**src/rtl/bootprot_pkg.sv**
```systemverilog
package bootprot_pkg;
    typedef enum logic [2:0] {
        OP_NOP    = 3'd0,
        OP_WREN   = 3'd1,
        OP_WRDI   = 3'd2,
        OP_WRSR   = 3'd3,
        OP_PROG   = 3'd4,
        OP_SERASE = 3'd5,
        OP_CERASE = 3'd6,
        OP_RDSR   = 3'd7
    } op_e;

    typedef enum logic {
        ST_IDLE = 1'b0,
        ST_BUSY = 1'b1
    } state_e;

    function automatic int max_int(input int a, input int b);
        return (a > b) ? a : b;
    endfunction
endpackage

```
**src/rtl/bootprot_sector_map.sv**
```systemverilog
module bootprot_sector_map #(
    parameter int ARRAY_AW  = 19,
    parameter int SMALL_LOG = 12
) (
    input  logic [ARRAY_AW-1:0] addr,
    input  logic                top_boot,
    output logic [ARRAY_AW-1:0] base,
    output logic [ARRAY_AW-1:0] size,
    output logic [2:0]          size_code
);
    localparam int BIG_LOG = SMALL_LOG + 4;
    localparam logic [ARRAY_AW-1:0] ONE = 1;

    logic [ARRAY_AW-1:0] m;
    logic [ARRAY_AW-1:0] mbase;
    logic [ARRAY_AW-1:0] last;

    always_comb begin
        // Fold top boot onto the bottom-boot layout by mirroring the address.
        m = top_boot ? ~addr : addr;
        size_code = 3'd0;
        for (int i = 1; i <= 3; i++) begin
            if (m[SMALL_LOG+i]) size_code = 3'(i);
        end
        if (|m[ARRAY_AW-1:BIG_LOG]) size_code = 3'd4;
        size  = ONE << (SMALL_LOG + int'(size_code));
        mbase = m & ~(size - ONE);
        last  = mbase + size - ONE;
        base  = top_boot ? ~last : mbase;
    end
endmodule

```
**src/rtl/bootprot_protect.sv**
```systemverilog
module bootprot_protect #(
    parameter int ARRAY_AW  = 19,
    parameter int SMALL_LOG = 12
) (
    input  logic [ARRAY_AW-1:0] addr,
    input  logic                top_boot,
    input  logic [2:0]          bp,
    output logic                hit
);
    localparam logic [ARRAY_AW:0] ONE = 1;

    logic [ARRAY_AW-1:0] m;
    logic [ARRAY_AW:0]   limit;

    always_comb begin
        m = top_boot ? ~addr : addr;
        unique case (bp)
            3'd0:    limit = '0;
            3'd6:    limit = ONE << (ARRAY_AW - 1);
            3'd7:    limit = ONE << ARRAY_AW;
            default: limit = ONE << (SMALL_LOG - 1 + int'(bp));
        endcase
        hit = ({1'b0, m} < limit);
    end
endmodule

```
**src/rtl/bootprot_busy_timer.sv**
```systemverilog
module bootprot_busy_timer #(
    parameter int CNT_W = 5
) (
    input  logic             clk,
    input  logic             rst_n,
    input  logic             load,
    input  logic [CNT_W-1:0] load_val,
    output logic             zero
);
    logic [CNT_W-1:0] cnt;

    always_ff @(posedge clk or negedge rst_n) begin
        if (!rst_n)         cnt <= '0;
        else if (load)      cnt <= load_val;
        else if (cnt != '0) cnt <= cnt - 1'b1;
    end

    assign zero = (cnt == '0);

    // a new busy period never starts on top of a running one
    assert_reload_idle_R8: assert property (@(posedge clk) disable iff (!rst_n)
        load |-> zero);
endmodule

```
**src/rtl/bootprot_ctrl.sv**
```systemverilog
module bootprot_ctrl
    import bootprot_pkg::*;
#(
    parameter int ADDR_W    = 24,
    parameter int ARRAY_AW  = 19,
    parameter int SMALL_LOG = 12,
    parameter int T_WRSR    = 5,
    parameter int T_PROG    = 8,
    parameter int T_SE_4K   = 10,
    parameter int T_SE_8K   = 12,
    parameter int T_SE_16K  = 14,
    parameter int T_SE_32K  = 16,
    parameter int T_SE_64K  = 20,
    parameter int T_CE      = 30
) (
    input  logic              clk,
    input  logic              rst_n,
    input  logic              cmd_valid,
    input  logic [2:0]        cmd_op,
    input  logic [ADDR_W-1:0] cmd_addr,
    input  logic [7:0]        cmd_wdata,
    input  logic              wp_n,
    input  logic              top_boot,
    output logic              resp_valid,
    output logic              resp_ok,
    output logic [7:0]        status_o,
    output logic [ADDR_W-1:0] erase_base,
    output logic [ADDR_W-1:0] erase_size
);
    localparam int T_MAX = max_int(max_int(max_int(T_WRSR, T_PROG), max_int(T_CE, T_SE_64K)),
                                   max_int(max_int(T_SE_4K, T_SE_8K), max_int(T_SE_16K, T_SE_32K)));
    localparam int CNT_W = $clog2(T_MAX + 1);
    localparam logic [ADDR_W-1:0] ARRAY_BYTES = ADDR_W'(1) << ARRAY_AW;

    op_e    op;
    state_e state, state_nx;

    logic       srp, wel;
    logic [2:0] bp;
    logic       busy, lock, prot_hit, out_of_range, is_mut, ok, go, t_zero;
    logic [ARRAY_AW-1:0] sec_base, sec_size;
    logic [2:0]          sec_code;
    logic [CNT_W-1:0]    dur;
    logic                unused_wdata;

    assign op           = op_e'(cmd_op);
    assign busy         = (state == ST_BUSY);
    assign lock         = srp & ~wp_n;
    assign out_of_range = |cmd_addr[ADDR_W-1:ARRAY_AW];
    assign unused_wdata = ^{cmd_wdata[6:5], cmd_wdata[1:0]};
    assign status_o     = {srp, 2'b00, bp, wel, busy};

    bootprot_sector_map #(.ARRAY_AW(ARRAY_AW), .SMALL_LOG(SMALL_LOG)) u_map (
        .addr(cmd_addr[ARRAY_AW-1:0]), .top_boot(top_boot),
        .base(sec_base), .size(sec_size), .size_code(sec_code));

    bootprot_protect #(.ARRAY_AW(ARRAY_AW), .SMALL_LOG(SMALL_LOG)) u_prot (
        .addr(cmd_addr[ARRAY_AW-1:0]), .top_boot(top_boot), .bp(bp), .hit(prot_hit));

    bootprot_busy_timer #(.CNT_W(CNT_W)) u_timer (
        .clk(clk), .rst_n(rst_n), .load(go), .load_val(dur - 1'b1), .zero(t_zero));

    // Acceptance decision
    always_comb begin
        is_mut = 1'b0;
        unique case (op)
            OP_RDSR:            ok = 1'b1;
            OP_WREN, OP_WRDI:   ok = !busy;
            OP_WRSR: begin
                is_mut = 1'b1;
                ok = !busy && wel && !lock;
            end
            OP_PROG, OP_SERASE: begin
                is_mut = 1'b1;
                ok = !busy && wel && !prot_hit && !out_of_range;
            end
            OP_CERASE: begin
                is_mut = 1'b1;
                ok = !busy && wel && (bp == 3'd0);
            end
            default:            ok = 1'b0;
        endcase
        go = cmd_valid && ok && is_mut;
    end

    // Busy duration per operation
    always_comb begin
        unique case (op)
            OP_WRSR:   dur = CNT_W'(T_WRSR);
            OP_PROG:   dur = CNT_W'(T_PROG);
            OP_CERASE: dur = CNT_W'(T_CE);
            OP_SERASE: begin
                unique case (sec_code)
                    3'd0:    dur = CNT_W'(T_SE_4K);
                    3'd1:    dur = CNT_W'(T_SE_8K);
                    3'd2:    dur = CNT_W'(T_SE_16K);
                    3'd3:    dur = CNT_W'(T_SE_32K);
                    default: dur = CNT_W'(T_SE_64K);
                endcase
            end
            default:   dur = CNT_W'(1);
        endcase
    end

    // Next state: GO (IDLE->BUSY), DONE (BUSY->IDLE)
    always_comb begin
        state_nx = state;
        unique case (state)
            ST_IDLE: if (go)     state_nx = ST_BUSY;
            ST_BUSY: if (t_zero) state_nx = ST_IDLE;
        endcase
    end

    always_ff @(posedge clk or negedge rst_n) begin
        if (!rst_n) state <= ST_IDLE;
        else        state <= state_nx;
    end

    // Status, response and erase-range registers
    always_ff @(posedge clk or negedge rst_n) begin
        if (!rst_n) begin
            srp        <= 1'b0;
            bp         <= 3'd0;
            wel        <= 1'b0;
            resp_valid <= 1'b0;
            resp_ok    <= 1'b0;
            erase_base <= '0;
            erase_size <= '0;
        end else begin
            resp_valid <= cmd_valid && (op != OP_NOP);
            resp_ok    <= cmd_valid && ok;
            if (busy && t_zero) wel <= 1'b0;
            if (cmd_valid && ok) begin
                unique case (op)
                    OP_WREN: wel <= 1'b1;
                    OP_WRDI: wel <= 1'b0;
                    OP_WRSR: begin
                        srp <= cmd_wdata[7];
                        bp  <= cmd_wdata[4:2];
                    end
                    OP_SERASE: begin
                        erase_base <= ADDR_W'(sec_base);
                        erase_size <= ADDR_W'(sec_size);
                    end
                    OP_CERASE: begin
                        erase_base <= '0;
                        erase_size <= ARRAY_BYTES;
                    end
                    default: ;
                endcase
            end
        end
    end

    // Embedded checks
    logic [ARRAY_AW:0] chk_base, chk_size, chk_addr;
    assign chk_base = {1'b0, sec_base};
    assign chk_size = {1'b0, sec_size};
    assign chk_addr = {1'b0, cmd_addr[ARRAY_AW-1:0]};

    assert_busy_rejects_R9: assert property (@(posedge clk) disable iff (!rst_n)
        (busy && cmd_valid && op != OP_RDSR && op != OP_NOP) |=> (resp_valid && !resp_ok));

    assert_needs_wel_R4: assert property (@(posedge clk) disable iff (!rst_n)
        (cmd_valid && is_mut && !status_o[1]) |=> !resp_ok);

    assert_sr_lock_R5: assert property (@(posedge clk) disable iff (!rst_n)
        (cmd_valid && op == OP_WRSR && status_o[7] && !wp_n) |=> !resp_ok);

    assert_protected_R6: assert property (@(posedge clk) disable iff (!rst_n)
        (cmd_valid && (op == OP_PROG || op == OP_SERASE) && prot_hit) |=> !resp_ok);

    assert_reserved_zero_R2: assert property (@(posedge clk) disable iff (!rst_n)
        status_o[6:5] == 2'b00);

    assert_wel_with_busy_R8: assert property (@(posedge clk) disable iff (!rst_n)
        $fell(status_o[0]) |-> !status_o[1]);

    assert_sector_fit_R10: assert property (@(posedge clk) disable iff (!rst_n)
        cmd_valid |-> (((chk_base & (chk_size - 1'b1)) == '0) && (chk_addr - chk_base < chk_size)));
endmodule

```
**config.mk**
```make
export PLATFORM = sky130hd
export DESIGN_NAME = bootprot_ctrl
export DESIGN_NICKNAME = d
export VERILOG_FILES = /design/src/rtl/bootprot_pkg.sv /design/src/rtl/bootprot_sector_map.sv /design/src/rtl/bootprot_protect.sv /design/src/rtl/bootprot_busy_timer.sv /design/src/rtl/bootprot_ctrl.sv
export SDC_FILE = /design/constraint.sdc
export NUM_CORES = 1
export LEC_CHECK = 0
export BUFFER_PORTS_ARGS = -buffer_cell sky130_fd_sc_hd__clkbuf_2
export CORE_MARGIN = 1.5
export CORE_UTILIZATION = 35
export CTS_CLUSTER_DIAMETER = 50
export DETAILED_ROUTE_END_ITERATION = 7
export PLACE_DENSITY = 0.56
export SKIP_CTS_REPAIR_TIMING = 1
export SLEW_MARGIN = 20
export SYNTH_ARGS = -nofsm -noshare
export SYNTH_HDL_FRONTEND = slang
export SYNTH_HIERARCHICAL = 1
export SYNTH_SLANG_ARGS = --single-unit
```
**constraint.sdc**
```tcl
create_clock -name clk -period 10.7 [get_ports clk]
set_clock_uncertainty 0.2 [all_clocks]
set_input_delay 2.14 -clock clk [delete_from_list [all_inputs] [get_ports clk]]
set_output_delay 2.14 -clock clk [all_outputs]
set_load 0.01 [all_outputs]
```
* Yosys cells after proc, flatten, opt, wreduce, memory -nomap -nowiden *
Index checks and enable logic that the tools add are counted.

storage, ports and cells
  register bits after elaboration = 61
  input bits = 40
  output and inout port bits = 58
  word-level logic and storage cells = 86

operators by class
  add/sub/neg operators = 7
  $lt $le $gt $ge = 1
  equality and inequality tests = 12
  shifts and indexed selects = 2
  mux-type cells = 21
  bitwise logic cells = 7
  reductions and logical operators = 27

operator list
  kind                   number
  $pmux 24 s2            2
  $pmux 20 s3            1
  $not 19->19            3
  $pmux 5 s4             2
  $mux 19                2
  $sub 19x1->19 const B  2
  $shl 1x32->19 const A  1
  $shl 1x32->20 const A  1
  $lt 19x20->1           1
  $add 19x19->19         1
  $and 19x19->19         1
  $eq 3x3->1 const B     6
  $eq 3x2->1 const B     4
  $add 4x3->5 const A    2
  $mux 5                 2
  $sub 5x1->5 const B    2
  $logic_and 1x1->1      9
  $eq 3x1->1 const B     2
  $logic_not 3->1        2
  $mux 1                 6
  $logic_not 5->1        1
  $pmux 1 s5             1
  $reduce_bool 5->1      1
  $reduce_or 5->1        1
  other kinds (12)       21

* Longest topological paths before layout *
Gate-level depths: netlist (run 1).

  word-level depth = 16
  depth in mapped cells = 18
  depth with buffers taken out = 16

* Modules after synthesis *
The synthesis (run 1) kept the hierarchy.

modules (own cells, without submodules)
  module               times used  cells each  area each (um2)  seq. area each (um2)
  bootprot_ctrl        1           248         2433.6           1176.1
  bootprot_sector_map  1           233         1645.3           0.0
  bootprot_protect     1           90          706.9            0.0
  bootprot_busy_timer  1           27          279.0            125.1

* Worst setup path before layout (run 1) *
Ideal clock, no wire load.

  path type = input-to-reg
  start point = input port top_boot
  end point = register erase_base[16]
  data arrival time = 5.226 ns
  slack = 5.194 ns
  stages on the path = 16
  path buffers = 1
  cell sequence = buf_2 -> or4_1 -> nand2_1 -> inv_2 -> nor3b_2 -> nand2b_1 -> ha_1 -> inv_1 -> ha_1 -> or2_2 -> a21oi_1 -> nor2_1 -> or3_1 -> a31oi_1 -> nand2_1 -> mux2i_1

between the ends
  cells in the longest elaborated chain, start to end = 15
  elaborated cells between the ends (all ways) = 23
  those cells by class = 4 x add/sub; 1 x order compare; 1 x shift; 8 x mux; 3 x bitwise; 6 x reduce/logical

ends and longest elaborated chain
  item                    RTL line                   source
  start: declaration      bootprot_ctrl.sv:23        input logic top_boot,
  $mux 19 (*)             bootprot_sector_map.sv:20  m = top_boot ? ~addr : addr;
  $mux 1                  bootprot_sector_map.sv:23  if (m[SMALL_LOG+i]) size_code = 3'(i);
  $mux 2 (2 in series)    bootprot_sector_map.sv:23
  $mux 3 (*)              bootprot_sector_map.sv:25  if (|m[ARRAY_AW-1:BIG_LOG]) size_code = 3'd4;
  $add 4x3->5 (*)         bootprot_sector_map.sv:26  size = ONE << (SMALL_LOG + int'(size_code));
  $shl 1x32->19 (*)       bootprot_sector_map.sv:26
  net sec_size[16]        bootprot_ctrl.sv:41        logic [ARRAY_AW-1:0] sec_base, sec_size;
  $sub 19x1->19           bootprot_sector_map.sv:27  mbase = m & ~(size - ONE);
  $not 19->19             bootprot_sector_map.sv:27
  $and 19x19->19          bootprot_sector_map.sv:27
  $add 19x19->19          bootprot_sector_map.sv:28  last = mbase + size - ONE;
  $sub 19x1->19           bootprot_sector_map.sv:28
  $not 19->19             bootprot_sector_map.sv:29  base = top_boot ? ~last : mbase;
  $mux 19 (*)             bootprot_sector_map.sv:29
  net sec_base[16]        bootprot_ctrl.sv:41
  $pmux 24 s2 (*)         bootprot_ctrl.sv:134       unique case (op)
  end signal: assignment  bootprot_ctrl.sv:142       erase_base <= ADDR_W'(sec_base);
  end: declaration        bootprot_ctrl.sv:27        output logic [ADDR_W-1:0] erase_base,

The timed path passes the listed nets; every way through them passes the cells marked *. The select of a mux whose other input is x is not followed.
A chain may end at the register's enable or synchronous reset.

* Worst setup path after layout (run 1) *
  start point = input port top_boot
  end point = register erase_base[18]

Same word-level chain as after synthesis.

==> flow_summary.toml, run 1 <==
[routing]
finalWirelength_um = 11100
post-route-drc-count = 0
vias_per_cell = 4.84
firstDrtPassIters = 4
ant_nets = 0
routedWlPerCell_um = 12.7
num_vias = 4231
drt-initial-drc-count = 220

[cts]
cts_tree = "built"
cts_buffer_depth = 2
clock-root-buffer = "clkbuf_16"
cts.clk_slew.worst_paths_ns = 0.07
clkSinkCount = 52
clkLatencyLatePin_ns = 0.29
cts_buffers = 5
cts_max_level = 2

[die]
die_w_um = 123
start_util_pct = 36.2
die_area_um2 = 15200
num_io_pins = 98
die_h_um = 123
row_count = 43
coreArea_um2 = 14000

[logic_synthesis]
synthFlopType = "dfrtp_1"
yosysTopAreaCellShare_pct = 25.7
synth-compound-area-share_pct = 13.1
synth-seq-cells = 52
yosys.area.top_type = "dfrtp_1"
syn-cell-area_um2 = 5060
synthArstFlopShare_pct = 100
yosysWarnings = 6
synth.distinct_cells = 74
synthMuxAreaShare_pct = 9.21
synth-edff-count = 0
ys_seq_area_share_pct = 25.7
synth-simple-area-share_pct = 19.2
synth_xor_area_share_pct = 6.57
syn_area_per_cell_um2 = 8.47
synth_top_family_by_area = "simple AND/OR/NAND/NOR gates"
netlist_instances = 598
ys_top_cells_by_area = "dfrtp_1 (26%), ha_1 (12%), mux2i_1 (8.1%)"
synth_fa_ha_area_share_pct = 12.9

[final_layout]
insertedDiodeCount = 0
syn2layout_area_growth_pct = 13.4
final_cell_mix = "inv_1 (82), clkbuf_2 (82), nand2_1 (70), conb_1 (58), dfrtp_1 (52)"
n_fill_cell = 1471
drive_gt1_share_pct = 17.6
finish.net_count = 785
instances_no_fill = 875

[timing]
period_share_pct = 56.0
finalHoldViolCount = 0
drv_slew = 0
whs_ns = 0.316
period_needed_ns = 6.00
grt_setup_unrepaired = "no"
slew_headroom_pct = 52.9
setup_viol_count_final = 0
fin_tns_setup_ns = 0
max_freq_ghz = 0.167
worstMarginPinSlew_ns = 0.707

[power_and_ir_drop]
p_comb_share_pct = 48.6
power.leakage_nw = 3.22
p_int_uw = 594
p_sw_share_pct = 40.9
clkPwrFrac_pct = 15.7
p_seq_share_pct = 35.7
netSwitchingPower_uw = 412
p_per_area_nw_per_um2 = 175
ir_drop_uv = 82.7

[grt]
grt_max_degree = 56
antenna_found_initial = 0
grt_overflow = 0
grt_pass1_vias = 4115
grt_pass1_wl_um = 18400
grt_usage_pct = 14.9

[placed_design]
portBuffers = 82
place.detailed.hpwl_um = 8410
gp_congestion = 0.796
place_inst = 867

[setup_path]
worstPathArrival_ns = 5.95
startpoint_type = "input pin"
worstSetupPathType = "input pin to flip-flop"
crit_fanout = 55
cp.required_ns = 10.65
worstSetupEndpointType = "flip-flop"

[job]
cap_violations = 0

[run_status]
status = "complete, no violations"

[worst_hold_path]
hold_class = "flip-flop to flip-flop"
metrics by stage:
stage / total power [mW] / worst slack, ns / util [%] / cell area (µm²)
global route: 1.09 / 4.36 / 41.1 / 5740
floorplan: 0.697 / 5.19 / - / 5270
finish: 1.01 / 4.70 / 41.1 / 5740
CTS: 1.01 / 4.72 / 41.1 / 5740
global placement: 0.825 / 4.54 / 40.0 / 5600
detailed placement: 0.841 / 4.43 / 40.0 / 5600
critical path, cell delays in order:
cell and delay, ns:
clkbuf_2 0.08, buf_4 0.31, or4_1 0.59, nand2_1 0.20
inv_2 0.12, nor3_1 0.45, nand2b_1 0.20, ha_1 0.15
inv_1 0.04, ha_1 0.20, nand2b_1 0.21, a21o_1 0.22
a221o_1 0.39, o21ai_0 0.10, nor4bb_1 0.25, nand3_1 0.14
nand2_1 0.09, mux2i_1 0.07
sequential cells by signal (all words and copies together) (netlist names):
register / flops
bp: 3
busy: 1
erase_base: 19
erase_size: 20
resp_ok: 1
resp_valid: 1
srp: 1
u_timer/cnt: 5
wel: 1
worst paths after layout:
check | startpoint | to | slack [ns] | cells after the start
worst max-delay path | top_boot | erase_base[18] | 4.70 | 18
worst min-delay path | erase_size[19] | erase_size[19] | 0.32 | 1
worst min register to register | erase_size[19] | erase_size[19] | 0.32 | 1
max in group asynchronous | rst_n | erase_size[1] | 8.06 | 2
min in group asynchronous | rst_n | bp[0] | 1.78 | 2
worst max register to register | bp[1] | erase_size[16] | 6.10 | 16
kinds of logic after synthesis:
family,count (synthesis)
other cells,4
simple gates,181
fa+ha+maj,52
compound gates,91
buf+inv,134
mux,46
xor+xnor,38
flops,52
cell type report:
cell class	count	area, µm²	share of cell area (%)
Timing Repair Buffer	86	440	7.67
Clock inverter	3	18.8	0.327
Inverter	83	312	5.42
Multi-Input combinational cell	466	3320	57.8
Tap cell	180	225	3.92
Sequential cell	52	1300	22.7
Clock buffer	5	125	2.18
metal layers:
layer,share of wire [%],vias to the layer above,global-route usage (%)
met2,49,94,27.0
li1,-,2124,-
met4,0.70,0,2.51
met1,45,2005,18.5
met3,5.0,8,3.14
met5,0,-,0
power groups by stage:
stage | Sequential, mW | Combinational [mW] | Clock [mW]
2_1_floorplan | 0.387 | 0.310 | 0
3_3_place_gp | 0.358 | 0.467 | 0
3_5_place_dp | 0.363 | 0.478 | 0
4_1_cts | 0.360 | 0.481 | 0.165
5_1_grt | 0.372 | 0.549 | 0.171
6_report | 0.359 | 0.488 | 0.158
cells in the mapped netlist (6+ instances only):
cell type   n
a21oi_1    19
a31oi_1     7
and2_1      9
and3_1      9
buf_4      31
clkbuf_1   10
dfrtp_1    52
ha_1       50
inv_1      82
mux2i_1    41
nand2_1    70
nand2b_1   10
nand3_1    11
nand4_1     7
nor2_1     18
nor2b_1     7
nor3_1     10
o21ai_0    18
o21ai_1     6
xnor2_1    14
xor2_1     24
No activity file was read; power rests on OpenSTA's default activity.
==> inputs of run 2 (changes only) <==
==> constraint.sdc (replaced) <==
create_clock -name clk -period 5.85 [get_ports clk]
set_clock_uncertainty 0.2 [all_clocks]
set_input_delay 1.17 -clock clk [delete_from_list [all_inputs] [get_ports clk]]
set_output_delay 1.17 -clock clk [all_outputs]
set_load 0.01 [all_outputs]
==> flow_summary.toml, run 2 (synthesis gave the netlist of run 1 again) <==
[worst_hold_path]
holdCritStartpoint = "erase_size[19]"
holdPathStages = 1
min_to = "erase_size[19]"
hold_class = "flip-flop to flip-flop"

[timing]
slew_headroom_pct = 54.5
period_needed_ns = 4.69
max_freq_ghz = 0.213
drv_slew = 0
period_share_pct = 80.2
finalHoldViolCount = 0
whs_ns = 0.321
setup_viol_count_final = 0
worstMarginPinSlew_ns = 0.682
grt_setup_unrepaired = "no"
setup_slack_ns = 1.16
fin_tns_setup_ns = 0

[setup_path]
worstSetupPathType = "input pin to flip-flop"
reg2reg_depth = 16
worstPathArrival_ns = 4.64
crit_chain = "clkbuf_2 -> or4_1 -> nand2_1 -> inv_2 -> nor3_1 -> nand2b_1 -> ha_1 -> inv_1 -> ha_1 -> nand2b_1 -> a21o_1 -> a221o_1 -> o21ai_0 -> nor4bb_1 -> nand3_1 -> nand2_1 -> mux2i_1"
crit_fanout = 8
cp_slowest_cell = "or4_1"
worstReg2RegStart = "bp[1]"
cpPeakStageDelay_ns = 0.57
startpoint_type = "input pin"
cp.required_ns = 5.79
worstSetupEndpointType = "flip-flop"
r2r_slack_ns = 1.26
r2r-end = "erase_base[11]"

[die]
coreArea_um2 = 14000
die_w_um = 123
die_area_um2 = 15200
start_util_pct = 36.2
die_h_um = 123
row_count = 43
num_io_pins = 98

[final_layout]
final_area_um2 = 5750
syn2layout_area_growth_pct = 13.5
drive_gt1_share_pct = 17.4
final_util_pct = 41.1
finish.net_count = 785
instances_no_fill = 875
final_cell_mix = "inv_1 (82), clkbuf_2 (82), nand2_1 (70), conb_1 (58), dfrtp_1 (52)"
insertedDiodeCount = 0
largest-register = "erase_size"
top_regs = "erase_size (20), erase_base (19), u_timer/cnt (5)"
largest_register_ffs = 20

[cts]
cts_buffer_depth = 2
cts_buffers = 5
clkLatencyLatePin_ns = 0.29
cts.clk_slew.worst_paths_ns = 0.07
clock-root-buffer = "clkbuf_16"
cts_tree = "built"
clkSinkCount = 52
cts_max_level = 2

[power_and_ir_drop]
netSwitchingPower_uw = 756
ir_drop_uv = 172
p_total_mw = 1.86
power.leakage_nw = 3.22
p_sw_share_pct = 40.7
clkPwrFrac_pct = 16.3
p_int_mw = 1.10
p_seq_share_pct = 35.4
p_per_area_nw_per_um2 = 323
p_comb_share_pct = 48.2

[grt]
grt_usage_pct = 15.0
antenna_found_initial = 0
grt_overflow = 0
grt_max_degree = 54
grt_pass1_wl_um = 18500
grt_pass1_vias = 4162

[placed_design]
place.detailed.hpwl_um = 8380
pre_cts_slack_ns = 0.851
place_area_um2 = 5600
gp_congestion = 0.804
place_inst = 867
portBuffers = 82

[routing]
drt-initial-drc-count = 221
num_vias = 4228
post-route-drc-count = 0
vias_per_cell = 4.83
ant_nets = 0
firstDrtPassIters = 4
finalWirelength_um = 11100
routedWlPerCell_um = 12.6

[run_status]
status = "complete, no violations"

[job]
cap_violations = 0
run 2: cell count changes in the layout (fill, tap and decap cells not counted):
cell | before | now
clkinv_4 | 1 | 0
clkbuf_1 | 0 | 1
clkinvlp_4 | 0 | 1
clkbuf_8 | 0 | 1
clkinv_2 | 2 | 0
run 2: layer usage:
layer / GRT usage (%) / wire length (µm) / vias to the layer above
li1: - / - / 2126
met3: 2.95 / 506 / 12
met4: 2.16 / 81 / 0
met5: 0 / 0 / -
met1: 18.5 / 5070 / 2008
met2: 27.3 / 5400 / 82
run 2: worst max path at each step:
stage	start	end	slack, ns	cells after the start
2_1_floorplan	top_boot	erase_base[16]	1.31	16
3_3_place_gp	top_boot	erase_base[11]	0.91	15
3_5_place_dp	top_boot	erase_base[0]	0.85	15
4_1_cts	cmd_addr[18]	erase_base[18]	1.14	17
5_1_grt	cmd_addr[18]	erase_base[18]	0.82	17
6_report	cmd_addr[18]	erase_base[18]	1.16	17
run 2: power by group through the flow:
| stage | registers, mW | logic [mW] | clock network, mW |
|---|---|---|---|
| after global placement | 0.655 | 0.855 | 0 |
| after detailed placement | 0.663 | 0.877 | 0 |
| after global routing | 0.685 | 1.01 | 0.325 |
| after floorplan | 0.707 | 0.567 | 0 |
| after CTS | 0.660 | 0.883 | 0.312 |
| final | 0.657 | 0.895 | 0.303 |
run 2: worst max-delay path, delay by kind of cell:
kind,cells,cell delay (ns)
and+or+nand+nor,8,2.08
muxes,1,0.07
AOI/OAI and AO/OA,3,0.69
buffers and inverters,3,0.30
adders and majority gates,2,0.34
run 2: cell type report:
cell class / count / area [µm²]
clock buffer: 7 / 143
clock inverter: 1 / 7.51
fill: 1443 / 8240
inverter: 83 / 312
multi-input combinational: 466 / 3320
sequential: 52 / 1300
tap: 180 / 225
timing repair buffer: 86 / 440
